[config.mk]
export PLATFORM = sky130hd
export DESIGN_NAME = bl_discharge_ctrl
export DESIGN_NICKNAME = d
export VERILOG_FILES = /design/src/rtl/bl_discharge_pkg.sv /design/src/rtl/bl_discharge_seq.sv /design/src/rtl/bl_discharge_drv.sv /design/src/rtl/bl_discharge_ctrl.sv
export SDC_FILE = /design/constraint.sdc
export NUM_CORES = 1
export LEC_CHECK = 0
export ABC_AREA = 1
export ABC_CLOCK_PERIOD_IN_PS = 800
export BUFFER_PORTS_ARGS = -buffer_cell sky130_fd_sc_hd__buf_2
export CAP_MARGIN = 20
export CELL_PAD_IN_SITES_DETAIL_PLACEMENT = 0
export CELL_PAD_IN_SITES_GLOBAL_PLACEMENT = 1
export CORE_AREA = 5 5 42 44
export CTS_CLUSTER_DIAMETER = 40
export DETAILED_ROUTE_END_ITERATION = 16
export DIE_AREA = 0 0 47 49
export GPL_TIMING_DRIVEN = 0
export PLACE_DENSITY = 0.43
export SYNTH_ARGS = -nofsm -noshare
export SYNTH_HDL_FRONTEND = slang
export SYNTH_SLANG_ARGS = --single-unit
[constraint.sdc]
create_clock -name clk -period 0.8 [get_ports clk]
set_input_delay 0.12 -clock clk [delete_from_list [all_inputs] [get_ports clk]]
set_output_delay 0.12 -clock clk [all_outputs]
set_load 0.02 [all_outputs]
[src/rtl/bl_discharge_pkg.sv]
package bl_discharge_pkg;

  // Half-select encoding driven by the timing generator
  localparam logic PHASE_OP      = 1'b0;
  localparam logic PHASE_RESTORE = 1'b1;

  // Strobes from control to the output datapath for the next half
  typedef struct packed {
    logic opWrite;    // operation half of a write: drive one line by data
    logic precharge;  // bit lines held or restored high
    logic discharge;  // both bit lines pulled to ground
  } blStrobe_t;

endpackage

[src/rtl/bl_discharge_seq.sv]
module bl_discharge_seq
  import bl_discharge_pkg::*;
(
  input  logic      clk,
  input  logic      rstN,
  input  logic      phaseIn,
  input  logic      accessReq,
  input  logic      writeEn,
  input  logic      testModeIn,
  output blStrobe_t nextStrobe
);

  // Mode and request are captured only at the operation-half edge
  logic modeQ;
  logic accQ;

  always_ff @(posedge clk) begin
    if (!rstN) begin
      modeQ <= 1'b0;
      accQ  <= 1'b0;
    end else if (phaseIn == PHASE_OP) begin
      modeQ <= testModeIn;
      accQ  <= accessReq;
    end
  end

  always_comb begin
    nextStrobe = '0;
    if (phaseIn == PHASE_OP) begin
      nextStrobe.opWrite   = accessReq & writeEn;
      nextStrobe.precharge = ~accessReq;
      nextStrobe.discharge = 1'b0;
    end else begin
      nextStrobe.opWrite   = 1'b0;
      nextStrobe.precharge = ~(accQ & modeQ);
      nextStrobe.discharge = accQ & modeQ;
    end
  end

endmodule

[src/rtl/bl_discharge_drv.sv]
module bl_discharge_drv
  import bl_discharge_pkg::*;
(
  input  logic      clk,
  input  logic      rstN,
  input  blStrobe_t strobe,
  input  logic      wrData,
  output logic      prechargeN,
  output logic      pullTrueLow,
  output logic      pullCompLow
);

  logic nextTrue;
  logic nextComp;

  always_comb begin
    nextTrue = strobe.discharge | (strobe.opWrite & ~wrData);
    nextComp = strobe.discharge | (strobe.opWrite &  wrData);
  end

  // Registered so each output holds steady for a whole half
  always_ff @(posedge clk) begin
    if (!rstN) begin
      prechargeN  <= 1'b0;
      pullTrueLow <= 1'b0;
      pullCompLow <= 1'b0;
    end else begin
      prechargeN  <= ~strobe.precharge;
      pullTrueLow <= nextTrue;
      pullCompLow <= nextComp;
    end
  end

endmodule

[src/rtl/bl_discharge_ctrl.sv]
module bl_discharge_ctrl
  import bl_discharge_pkg::*;
(
  input  logic clk,
  input  logic rstN,
  input  logic phaseIn,
  input  logic accessReq,
  input  logic writeEn,
  input  logic wrData,
  input  logic testModeIn,
  output logic prechargeN,
  output logic pullTrueLow,
  output logic pullCompLow
);

  blStrobe_t strobe;

  bl_discharge_seq u_seq (
    .clk        (clk),
    .rstN       (rstN),
    .phaseIn    (phaseIn),
    .accessReq  (accessReq),
    .writeEn    (writeEn),
    .testModeIn (testModeIn),
    .nextStrobe (strobe)
  );

  bl_discharge_drv u_drv (
    .clk         (clk),
    .rstN        (rstN),
    .strobe      (strobe),
    .wrData      (wrData),
    .prechargeN  (prechargeN),
    .pullTrueLow (pullTrueLow),
    .pullCompLow (pullCompLow)
  );

endmodule

==> results.yml <==
logic_synthesis:
  syn_area_um2: 176
  synth.largest_area_cell: "dfxtp_1"
  ys.flop_type: "dfxtp_1"
  ys_seq_area_share_pct: 56.7
  yosysWarnings: 0
  synthTopCellsByArea: "dfxtp_1 (57%), nand2_1 (15%), a21oi_1 (14%)"
  synth_cell_types: 6
  syn-num-nets: 29
  postSynth.asyncResetShare_pct: 0
  synth_commonest_cells: "nand2_1 (7), a21oi_1 (5), dfxtp_1 (5), inv_1 (3)"
  synth_cells: 22
  ys_seq_elements: 5
  synth_top_area_share_pct: 56.7
  syn_avg_cell_area_um2: 8.02
  synth_edf_count: 0
  synth.most_common_cell: "nand2_1"
route:
  ant_nets: 0
  drt_drc_violations_left: 0
  via_count: 169
  wl_per_cell_um: 8.04
  drt_iter0_markers: 3
  firstDrtPassIters: 4
  vias_per_cell: 3.31
  routed_wl_um: 410
global_routing:
  antenna_found_initial: 0
  first_global_vias: 181
  grt.overflow.total: 0
  grt_max_degree: 6
  grt_usage_pct: 4.93
  grt_pass1_wl_um: 738
sta:
  setup_viol: 0
  post-route-min-period_ps: 788
  clock_skew_ps: 1.47
  hold_violations: 0
  whs_ps: 130
  rsz0062_at_grt: "true"
  fin_ws_ps: 11.9
  fin_crit_sh_pct: 98.5
  worst_pin_slew_ps: 141
  setup_tns_ps: 0
  slew_violations: 0
  relSlewSlack_pct: 90.6
  max_freq_mhz: 1270
cts:
  htreeDepth: 1
  cts_tree: "done"
  clk_pin_slew_ps: 40
  clock_latency_ps: 240
  cts_buffers: 3
  post_cts_buffers: 0
  cts_num_sinks: 5
  clk_path_buf_depth: 2
  cts-root-buf: "clkbuf_4"
worst_setup_path:
  r2r_start: "u_seq.modeQ"
  critPathMaxStageDelay_ps: 310
  crit_path_top_delay_cell: "dfxtp_2"
  reg2reg_to: "u_drv.pullTrueLow"
  path_cells: "buf_6"
  crit_family: "flip-flops"
  startpoint_type: "flop"
  endpoint: "pullCompLow"
  arrival_ps: 670
  worstRegToRegCells: 2
  setup.worst_path.class: "flop to primary output"
  cp-end-kind: "primary output"
  crit_buf_inv: 1
  crit_required_ps: 680
  r2r_slack_ps: 140
  crit_start: "u_drv.pullCompLow"
  cp_num_cells: 1
  crit_fanout: 1
die:
  io_pins: 10
  dieArea_um2: 2300
  die_w_um: 47
  die_h_um: 49
  initial_core_util_pct: 12.6
  core_um2: 1400
  rows: 14
place:
  place_congestion: 0.666
  port_buffers: 9
  preCtsSetupSlack_ps: 136
run_status:
  status: "completed"
power:
  p_leak_uw: 0.000135
  pwr_density_cell_nw_per_um2: 2100
  ir_drop_mv: 0.361
finish:
  drive_above_1_share_pct: 45.7
  antenna_cells: 0
  fin_util_pct: 20.7
  nets: 43
  area_growth_pct: 64.5
worst_hold_path:
  hp-start: "testModeIn"
  min_path_type: "primary input to flop"
  whs_path_depth: 3
flow_run:
  drv_cap: 0
[worst reg2reg max path: stages, from the launching register on]
cell	delay, ps
dfxtp_1	340
nand3_2	110
a21oi_1	140
[registers in the layout, indices dropped and copies added (netlist names)]
name               flops
u_drv.pullCompLow      1
u_drv.pullTrueLow      1
u_drv.prechargeN       1
u_seq.accQ             1
u_seq.modeQ            1
[metal layers]
| layer | vias up | global-route usage, % | part of all wire, % |
|---|---|---|---|
| met3 | 0 | 1.48 | 7.6 |
| met5 | - | 0 | 0 |
| met4 | 0 | 8.29 | 0 |
| li1 | 94 | - | - |
| met1 | 70 | 5.26 | 38 |
| met2 | 5 | 5.43 | 55 |
[worst min-delay path by stage]
stage	end	slack [ps]
6_report	u_seq.modeQ	130
5_1_grt	u_seq.modeQ	150
4_1_cts	u_seq.modeQ	120
3_5_place_dp	u_seq.modeQ	380
3_3_place_gp	u_seq.modeQ	370
2_1_floorplan	u_seq.modeQ	260
[layout by cell type (no fill, tap or decap), drive strengths merged]
master	netlist	final
a21oi	5	5
buf	0	9
clkbuf	0	4
dfxtp	5	5
inv	3	3
nand2	7	7
nand3	1	1
nor2	1	1
[cell families (layout without fill, tap and decap cells)]
| family | Yosys count | count (layout) | synth area share, % |
|---|---|---|---|
| AO/OA/AOI/OAI | 5 | 5 | 14.2 |
| flip-flops | 5 | 5 | 56.7 |
| AND/OR/NAND/NOR | 9 | 9 | 22.7 |
| buffers and inverters | 3 | 16 | 6.38 |
[area by class of cell]
| class | count | area (um2) |
|---|---|---|
| clock buffers | 4 | 26.3 |
| well taps | 16 | 20.0 |
| repair buffers | 9 | 63.8 |
| multi-input cells | 14 | 65.1 |
| inverters | 3 | 11.3 |
| flip-flops and latches | 5 | 104 |
| fillers | 169 | 1110 |
[timing repair]
item	4_1_cts	5_1_grt
hold buffers	0	0
gates resized for setup	9	0
endpoints found under the setup margin	3	3
[per-stage QoR]
stage | area [um2] | cells | power, uW
after floorplan | 176 | 22 | 291
after global routing | 290 | 51 | 660
after global placement | 241 | 47 | 317
after detailed placement | 241 | 47 | 317
final | 290 | 51 | 609
after CTS | 290 | 51 | 622
[where the power goes]
group | internal [uW] | switching (uW)
logic | 25.7 | 27.3
clock network | 188 | 101
registers | 261 | 5.45
No activity file was read; power rests on OpenSTA's default activity.
